<file path="src/rtl/i2cw_pkg.sv">
package i2cw_pkg;

   typedef enum logic [2:0] {
      RX_IDLE   = 3'd0,
      RX_ADDR   = 3'd1,
      RX_AACK   = 3'd2,
      RX_DATA   = 3'd3,
      RX_DACK   = 3'd4,
      RX_IGNORE = 3'd5
   } rx_state_e;

   localparam int unsigned BYTE_W = 8;

endpackage

</file>
<file path="src/rtl/i2cw_sync_filt.sv">
module i2cw_sync_filt #(
   parameter int unsigned SYNC_STAGES = 2,
   parameter int unsigned FILT_TAPS   = 3
) (
   input  logic clk,
   input  logic rst_n,
   input  logic pad_i,
   output logic clean_o
);

   initial begin
      if (SYNC_STAGES < 2) $error("SYNC_STAGES must be at least 2");
      if (FILT_TAPS % 2 == 0) $error("FILT_TAPS must be odd");
   end

   localparam int unsigned MAJ = FILT_TAPS / 2;

   logic [SYNC_STAGES-1:0] sync_q;

   always_ff @(posedge clk or negedge rst_n) begin
      if (!rst_n) sync_q <= '1;
      else        sync_q <= {sync_q[SYNC_STAGES-2:0], pad_i};
   end

   generate
      if (FILT_TAPS == 1) begin : g_nofilt
         always_ff @(posedge clk or negedge rst_n) begin
            if (!rst_n) clean_o <= 1'b1;
            else        clean_o <= sync_q[SYNC_STAGES-1];
         end
      end else begin : g_major
         logic [FILT_TAPS-1:0] hist_q;
         always_ff @(posedge clk or negedge rst_n) begin
            if (!rst_n) begin
               hist_q  <= '1;
               clean_o <= 1'b1;
            end else begin
               hist_q  <= {hist_q[FILT_TAPS-2:0], sync_q[SYNC_STAGES-1]};
               clean_o <= ($countones(hist_q) > MAJ);
            end
         end
      end
   endgenerate

endmodule

</file>
<file path="src/rtl/i2cw_cond_det.sv">
module i2cw_cond_det (
   input  logic clk,
   input  logic rst_n,
   input  logic scl_f,
   input  logic sda_f,
   output logic scl_rise,
   output logic scl_fall,
   output logic start_det,
   output logic stop_det
);

   logic scl_q, sda_q;

   always_ff @(posedge clk or negedge rst_n) begin
      if (!rst_n) begin
         scl_q <= 1'b1;
         sda_q <= 1'b1;
      end else begin
         scl_q <= scl_f;
         sda_q <= sda_f;
      end
   end

   always_comb begin
      scl_rise  = scl_f & ~scl_q;
      scl_fall  = ~scl_f & scl_q;
      start_det = scl_f & scl_q & sda_q & ~sda_f;
      stop_det  = scl_f & scl_q & ~sda_q & sda_f;
   end

endmodule

</file>
<file path="src/rtl/i2cw_rx_fsm.sv">
module i2cw_rx_fsm
   import i2cw_pkg::*;
#(
   parameter int unsigned      ADDR_W  = 7,
   parameter logic [ADDR_W-2:0] ADDR_HI = 6'b011100
) (
   input  logic              clk,
   input  logic              rst_n,
   input  logic              sda_f,
   input  logic              scl_rise,
   input  logic              scl_fall,
   input  logic              start_det,
   input  logic              stop_det,
   input  logic              sa0,
   output logic              sda_pull,
   output logic [BYTE_W-1:0] rx_data,
   output logic              rx_valid
);

   initial begin
      if (ADDR_W + 1 != BYTE_W) $error("address plus R/W must fill one byte");
   end

   localparam int unsigned CNT_W = $clog2(BYTE_W + 1);
   localparam logic [CNT_W-1:0] LAST = CNT_W'(BYTE_W);

   rx_state_e         state_q;
   logic [CNT_W-1:0]  cnt_q;
   logic [BYTE_W-1:0] sh_q;
   logic              addr_hit;

   always_comb begin
      addr_hit = (sh_q[BYTE_W-1:1] == {ADDR_HI, sa0}) && !sh_q[0];
   end

   always_ff @(posedge clk or negedge rst_n) begin
      if (!rst_n) begin
         state_q  <= RX_IDLE;
         cnt_q    <= '0;
         sh_q     <= '0;
         sda_pull <= 1'b0;
         rx_data  <= '0;
         rx_valid <= 1'b0;
      end else begin
         rx_valid <= 1'b0;
         if (start_det) begin
            state_q  <= RX_ADDR;
            cnt_q    <= '0;
            sda_pull <= 1'b0;
         end else if (stop_det) begin
            state_q  <= RX_IDLE;
            cnt_q    <= '0;
            sda_pull <= 1'b0;
         end else begin
            case (state_q)
               RX_ADDR, RX_DATA: begin
                  if (scl_rise && cnt_q < LAST) begin
                     sh_q  <= {sh_q[BYTE_W-2:0], sda_f};
                     cnt_q <= cnt_q + 1'b1;
                  end else if (scl_fall && cnt_q == LAST) begin
                     if (state_q == RX_ADDR) begin
                        if (addr_hit) begin
                           sda_pull <= 1'b1;
                           state_q  <= RX_AACK;
                        end else begin
                           state_q  <= RX_IGNORE;
                        end
                     end else begin
                        sda_pull <= 1'b1;
                        rx_data  <= sh_q;
                        rx_valid <= 1'b1;
                        state_q  <= RX_DACK;
                     end
                  end
               end
               RX_AACK, RX_DACK: begin
                  if (scl_fall) begin
                     sda_pull <= 1'b0;
                     cnt_q    <= '0;
                     state_q  <= RX_DATA;
                  end
               end
               default: ;
            endcase
         end
      end
   end

endmodule

</file>
<file path="src/rtl/i2cw_slave_rx.sv">
module i2cw_slave_rx #(
   parameter int unsigned SYNC_STAGES = 2,
   parameter int unsigned FILT_TAPS   = 3,
   parameter int unsigned ADDR_W      = 7,
   parameter logic [ADDR_W-2:0] ADDR_HI = 6'b011100
) (
   input  logic       clk,
   input  logic       rst_n,
   input  logic       scl_i,
   input  logic       sda_i,
   input  logic       sa0_i,
   output logic       sda_pull_o,
   output logic [7:0] rx_data_o,
   output logic       rx_valid_o
);

   logic scl_f, sda_f;
   logic scl_rise, scl_fall, start_det, stop_det;

   i2cw_sync_filt #(.SYNC_STAGES(SYNC_STAGES), .FILT_TAPS(FILT_TAPS)) u_scl (
      .clk(clk), .rst_n(rst_n), .pad_i(scl_i), .clean_o(scl_f)
   );

   i2cw_sync_filt #(.SYNC_STAGES(SYNC_STAGES), .FILT_TAPS(FILT_TAPS)) u_sda (
      .clk(clk), .rst_n(rst_n), .pad_i(sda_i), .clean_o(sda_f)
   );

   i2cw_cond_det u_cond (
      .clk(clk), .rst_n(rst_n), .scl_f(scl_f), .sda_f(sda_f),
      .scl_rise(scl_rise), .scl_fall(scl_fall),
      .start_det(start_det), .stop_det(stop_det)
   );

   i2cw_rx_fsm #(.ADDR_W(ADDR_W), .ADDR_HI(ADDR_HI)) u_rx (
      .clk(clk), .rst_n(rst_n), .sda_f(sda_f),
      .scl_rise(scl_rise), .scl_fall(scl_fall),
      .start_det(start_det), .stop_det(stop_det), .sa0(sa0_i),
      .sda_pull(sda_pull_o), .rx_data(rx_data_o), .rx_valid(rx_valid_o)
   );

endmodule

</file>
<file path="config.mk">
export PLATFORM = sky130hd
export DESIGN_NAME = i2cw_slave_rx
export DESIGN_NICKNAME = d
export VERILOG_FILES = /design/src/rtl/i2cw_pkg.sv /design/src/rtl/i2cw_sync_filt.sv /design/src/rtl/i2cw_cond_det.sv /design/src/rtl/i2cw_rx_fsm.sv /design/src/rtl/i2cw_slave_rx.sv
export SDC_FILE = /design/constraint.sdc
export NUM_CORES = 1
export LEC_CHECK = 0
export ABC_AREA = 1
export BUFFER_PORTS_ARGS = -buffer_cell sky130_fd_sc_hd__buf_2
export CORE_AREA = 2 2 62 64
export CTS_CLUSTER_DIAMETER = 80
export DETAILED_ROUTE_END_ITERATION = 10
export DIE_AREA = 0 0 64 66
export GPL_TIMING_DRIVEN = 0
export HOLD_SLACK_MARGIN = 0.05
export PLACE_DENSITY = 0.69
export SLEW_MARGIN = 40
export SYNTH_ARGS = -nofsm -noshare
export SYNTH_HDL_FRONTEND = slang
export SYNTH_SLANG_ARGS = --single-unit
</file>
<file path="constraint.sdc">
create_clock -name clk -period 1.4 [get_ports clk]
set_input_delay 0.07 -clock clk [delete_from_list [all_inputs] [get_ports clk]]
set_output_delay 0.07 -clock clk [all_outputs]
set_load 0.005 [all_outputs]
</file>
Yosys cells after proc, flatten, opt, wreduce, memory -nomap -nowiden
Cells that the tools add are included.
{"block": "word_totals", "out_inout_bits": 10, "inputBits": 5, "elab_cells": 87, "ff_bits": 39}
{"block": "op_classes", "n_mux": 27, "reduce_logical": 12, "n_eq_ne": 11, "addsub": 5, "magnitude_cmp": 3, "bitwise_logic": 15}
{"op": "adder 32 x 1 -> 32 bit", "n": 2}
{"op": "> comparator 32 x 1 -> 1 bit, second input constant", "n": 2}
{"op": "two-way mux 3 bit", "n": 7}
{"op": "two-way mux 4 bit", "n": 4}
{"op": "two-way mux 1 bit", "n": 13}
{"op": "!= test 4 x 3 -> 1 bit, second input constant", "n": 3}
{"op": "NOT 1 bit", "n": 8}
{"op": "one-hot mux 4 bit (2 select lines)", "n": 1}
{"op": "AND reduction 4 bit", "n": 2}
{"op": "bitwise AND 1 bit", "n": 7}
{"op": "== test 7 x 6 -> 1 bit", "n": 1}
{"op": "== test 3 x 2 -> 1 bit, second input constant", "n": 2}
{"op": "one-hot mux 3 bit (2 select lines)", "n": 1}
{"op": "AND reduction 6 bit", "n": 1}
{"op": "!= test 5 x 4 -> 1 bit, second input constant", "n": 1}
{"op": "AND reduction 5 bit", "n": 1}
{"op": "adder 1 x 1 -> 2 bit", "n": 2}
{"op": "adder 4 x 1 -> 4 bit, second input constant", "n": 1}
{"op": "== test 4 bit, second input constant", "n": 1}
{"op": "< comparator 4 bit, second input constant", "n": 1}
{"op": "!= test 4 bit, second input constant", "n": 1}
{"op": "nonzero test 4 bit", "n": 1}
{"op": "OR reduction 2 bit", "n": 2}
{"op": "== test 3 x 1 -> 1 bit, second input constant", "n": 1}
{"op": "other kinds (5)", "n": 7}

Longest topological paths before layout
{"block": "depth", "word_depth": 9, "depth_mapped": 10, "depth_no_buf": 10}

Cells and area by module
A second synthesis with hierarchy kept.
{"block": "hier_totals", "hier_cells": 191, "area_unflattened_um2": 1805.5}
{"mod": "i2cw_rx_fsm", "area_per_inst_um2": 1348.8, "cells_per_inst": 158, "n_inst": 1, "seq_area_each_um2": 625.6}
{"mod": "i2cw_sync_filt", "area_per_inst_um2": 181.4, "cells_per_inst": 10, "n_inst": 2, "seq_area_each_um2": 157.7}
{"mod": "i2cw_cond_det", "area_per_inst_um2": 93.8, "cells_per_inst": 13, "n_inst": 1, "seq_area_each_um2": 52.6}

Worst setup path after synthesis
OpenSTA, ideal clock, no wires.
{"block": "synth_path", "path_kind": "register -> register", "start": "reg u_rx.cnt_q[0]", "end": "reg u_rx.rx_data[3]", "arrival_ns": 1.340, "n_path_buf": 1, "path_slack_ns": -0.058, "period_less_slack_ns": 1.458, "required_time_ns": 1.282, "setup_ns": 0.118, "path_stages_with_launch": 9, "cell_sequence": "dfrtp_1 -> inv_1 -> ha_1 -> nand2_2 -> nor3_4 -> nand4_4 -> buf_6 -> nand2_1 -> o21ai_2"}
{"block": "synth_via", "elab_chain_cells": 4, "elab_cells_between_ends": 6, "cone_classes": "1 x order compare; 1 x eq/ne; 1 x bitwise; 3 x reduce/logical"}
{"element": "start: declaration", "line": "i2cw_rx_fsm.sv:28", "text": "logic [CNT_W-1:0] cnt_q;"}
{"element": "start signal: assignment", "line": "i2cw_rx_fsm.sv:59", "text": "cnt_q <= cnt_q + 1'b1;"}
{"element": "< comparator 4 bit", "line": "i2cw_rx_fsm.sv:57", "text": "if (scl_rise && cnt_q < LAST) begin"}
{"element": "logical AND 1 bit", "line": "i2cw_rx_fsm.sv:57"}
{"element": "NOT 1 bit (no line)"}
{"element": "AND reduction 6 bit (no line) (*)"}
{"element": "end signal: assignment", "line": "i2cw_rx_fsm.sv:70", "text": "rx_data <= sh_q;"}
{"element": "end: declaration", "line": "i2cw_rx_fsm.sv:16", "text": "output logic [BYTE_W-1:0] rx_data,"}
Every way passes the cells marked *; elsewhere a longest branch is shown, timed or not.
A chain may end at the register's enable or synchronous reset.

Final worst setup path
Same ends and word-level chain as after synthesis.

==> qor.yml <==
cells_and_area:
  antenna_cells: 0
  nets: 219
  layout-drive-gt1-share: 0.422
  final_util: 0.588
  fillers: 317
  syn2layout_area_growth_pct: 22.8
run:
  cap_violations: 0
sta:
  hold_ws_ns: 0.201
  finalCritPeriodShare: 1.05
  setup_ws_ns: -0.0700
  setup_violations: 16
  clock_skew_ns: 0.00772
  rsz0062_at_grt: "true"
  worst_slew_pin_slew_ns: 0.467
  fmax_ghz: 0.680
  slew_headroom: 0.689
  drv_slew: 0
  min_period_ns: 1.47
  hold_viol: 0
detailed_routing:
  drcViolationCount: 0
  drt_iter0_drc: 42
  ant_nets: 0
  via_count: 1274
  routed_via_density: 4.92
  firstDrtPassIters: 6
  routed_wl_um: 3260
  wire_per_inst_um: 12.6
global_routing:
  grt_pass1_wl_um: 5950
  overflow: 0
  antenna_found_initial: 0
  grt_max_degree: 40
  grt_usage: 0.185
  grt_pass1_vias: 1366
critical_path:
  reg2reg_from: "u_rx.cnt_q[0]"
  crit_chain: "inv_2 -> ha_4 -> nand2_4 -> nor3_4 -> nand4_4 -> buf_8 -> nand2_2 -> o21ai_2"
  crit_buf_inv: 2
  criticalPathCategory: "flop to flop"
  cp.arrival_ns: 1.72
  worstSetupStartpoint: "u_rx.cnt_q[0]"
  endpoint_kind: "flop"
  max_stage_delay_ns: 0.41
  cp_max_fo: 10
  critPathLaunchType: "flop"
  worstPathRequired_ns: 1.65
  slowest_stage: "dfrtp_1"
  cp_top_family: "simple AND/OR/NAND/NOR gates"
die:
  die_h_um: 66
  rows: 22
  dieArea_mm2: 0.00422
  top_level_ports: 15
  die_w_um: 64
  start_util: 0.479
  core_region_area_mm2: 0.00355
power:
  cellPowerDensity_mw_per_mm2: 1440
  leakage_nw: 1.05
  total_power_mw: 3.01
  ir_drop_mv: 0.788
clocking:
  clk_latency_ns: 0.35
  numCtsBuffers: 5
  clk_pin_slew_ns: 0.12
  htree_levels: 2
  cts_sinks: 39
  clock-root-buffer: "clkbuf_4"
  cts_buffer_depth: 2
  cts_tree: "done"
yosys:
  synth_edf_count: 0
  synth_fp_nets: 185
  syn_inst: 176
  synth_top_flop_cell: "dfrtp_1"
  async_reset_ff_frac: 1.00
  synth-seq-cells: 39
  yosysSeqAreaShare: 0.584
  syn_avg_cell_area_um2: 9.67
  synth_cell_types: 19
  syn_area_mm2: 0.00170
  ys.warnings.count: 0
place:
  port_buffers: 14
  gp_congestion: 0.881
  preCtsSetupSlack_ns: -0.201
  dpl.hpwl_um: 2130
outcome:
  status: "complete, but fails checks"
  violations: "negative setup slack"
min_path:
  hold_class: "primary input to async pin"
==> Yosys cell counts, types with 3 or more instances <==
cell     count  area (µm²)
nand2_2      3        18.8
dfstp_2     14         368
dfrtp_1     25         626
nand3_1     10        50.1
o21ai_2     10        87.6
nand2_1     51         191
o21ai_0     12        60.1
inv_1       25        93.8
nand4_1      4        25.0
ha_1         4        50.1
nor2_1       8        30.0
==> registers in the layout, summed over array words and instances (netlist names), 2 cells and up <==
signal and cells:
u_rx.state_q 3, u_scl.g_major.hist_q 3, u_rx.sh_q 8, u_rx.rx_data 8, u_sda.sync_q 2, u_rx.cnt_q 4, u_scl.sync_q 2, u_sda.g_major.hist_q 3
==> cell families after synthesis <==
logic type	count (synthesis)	synth area share
buffers and inverters	27	0.0684
AO/OA/AOI/OAI	26	0.103
AND/OR/NAND/NOR	79	0.210
XOR/XNOR	1	0.00515
flip-flops	39	0.584
adder cells (fa/ha/maj)	4	0.0294
==> layout by cell type, fill, tap and decap left out, types with 9 or more instances in the layout <==
cell type and count:
buf_2 13, inv_1 16, nand2_2 9, buf_4 10, o21ai_2 10, dfrtp_1 25
o21ai_0 9, inv_2 9, nand3_1 9, nand2_1 43, dfstp_2 14
==> stage by stage <==
step	std cells	cell area, µm²	TNS (ns)
final	259	2090	-0.667
after global routing	259	2090	-2.94
after CTS	258	2030	-0.772
after detailed placement	238	1830	-2.70
after global placement	238	1830	-1.72
after floorplan	176	1700	0
==> worst paths after layout <==
check                                          end  slack (ns)  cells past startpoint
setup / recovery                   u_rx.rx_data[3]       -0.07                      8
min in group clk                   u_rx.state_q[2]        0.25                      6
max in group asynchronous          u_sda.sync_q[1]        0.84                      2
hold reg to reg            u_scl.g_major.hist_q[0]        0.35                      0
hold / removal                       u_rx.cnt_q[0]        0.20                      2
setup reg to reg                   u_rx.rx_data[3]       -0.07                      8
==> final cells by class <==
class / count / area, µm² / share of cell area
Multi-Input combinational cell: 110 / 681 / 0.326
Buffer: 2 / 26.3 / 0.0126
Inverter: 25 / 93.8 / 0.0449
Timing Repair Buffer: 27 / 181 / 0.0868
Sequential cell: 39 / 993 / 0.475
Clock inverter: 2 / 12.5 / 0.00599
Tap cell: 48 / 60.1 / 0.0287
Clock buffer: 6 / 41.3 / 0.0198
==> worst register-to-register path: stages (launching register included) <==
cell and delay, ns:
dfrtp_1 0.41, inv_2 0.09, ha_4 0.15, nand2_4 0.05, nor3_4 0.19, nand4_4 0.18
buf_8 0.20, nand2_2 0.06, o21ai_2 0.04
==> per-layer routing <==
metal,global-route usage,up-vias,share of wire
li1,-,631,-
met1,0.211,614,0.42
met2,0.326,20,0.51
met3,0.0511,9,0.035
met4,0.0815,0,0.026
met5,0,-,0
==> report_power, final <==
group	total, mW	internal, mW	switching, mW
registers	1.44	1.31	0.136
logic	1.01	0.375	0.632
clock network	0.556	0.194	0.363
total	3.01	1.88	1.13
==> what timing repair did <==
item | 4_1_cts | 5_1_grt
endpoints found under the hold margin | 27 | 0
setup buffers | 9 | 1
endpoints found under the setup margin | 25 | 25
pin swaps | 3 | 10
resized for setup | 15 | 21
hold buffers | 3 | 0
Note: power is estimated with default switching activity, not from simulation.
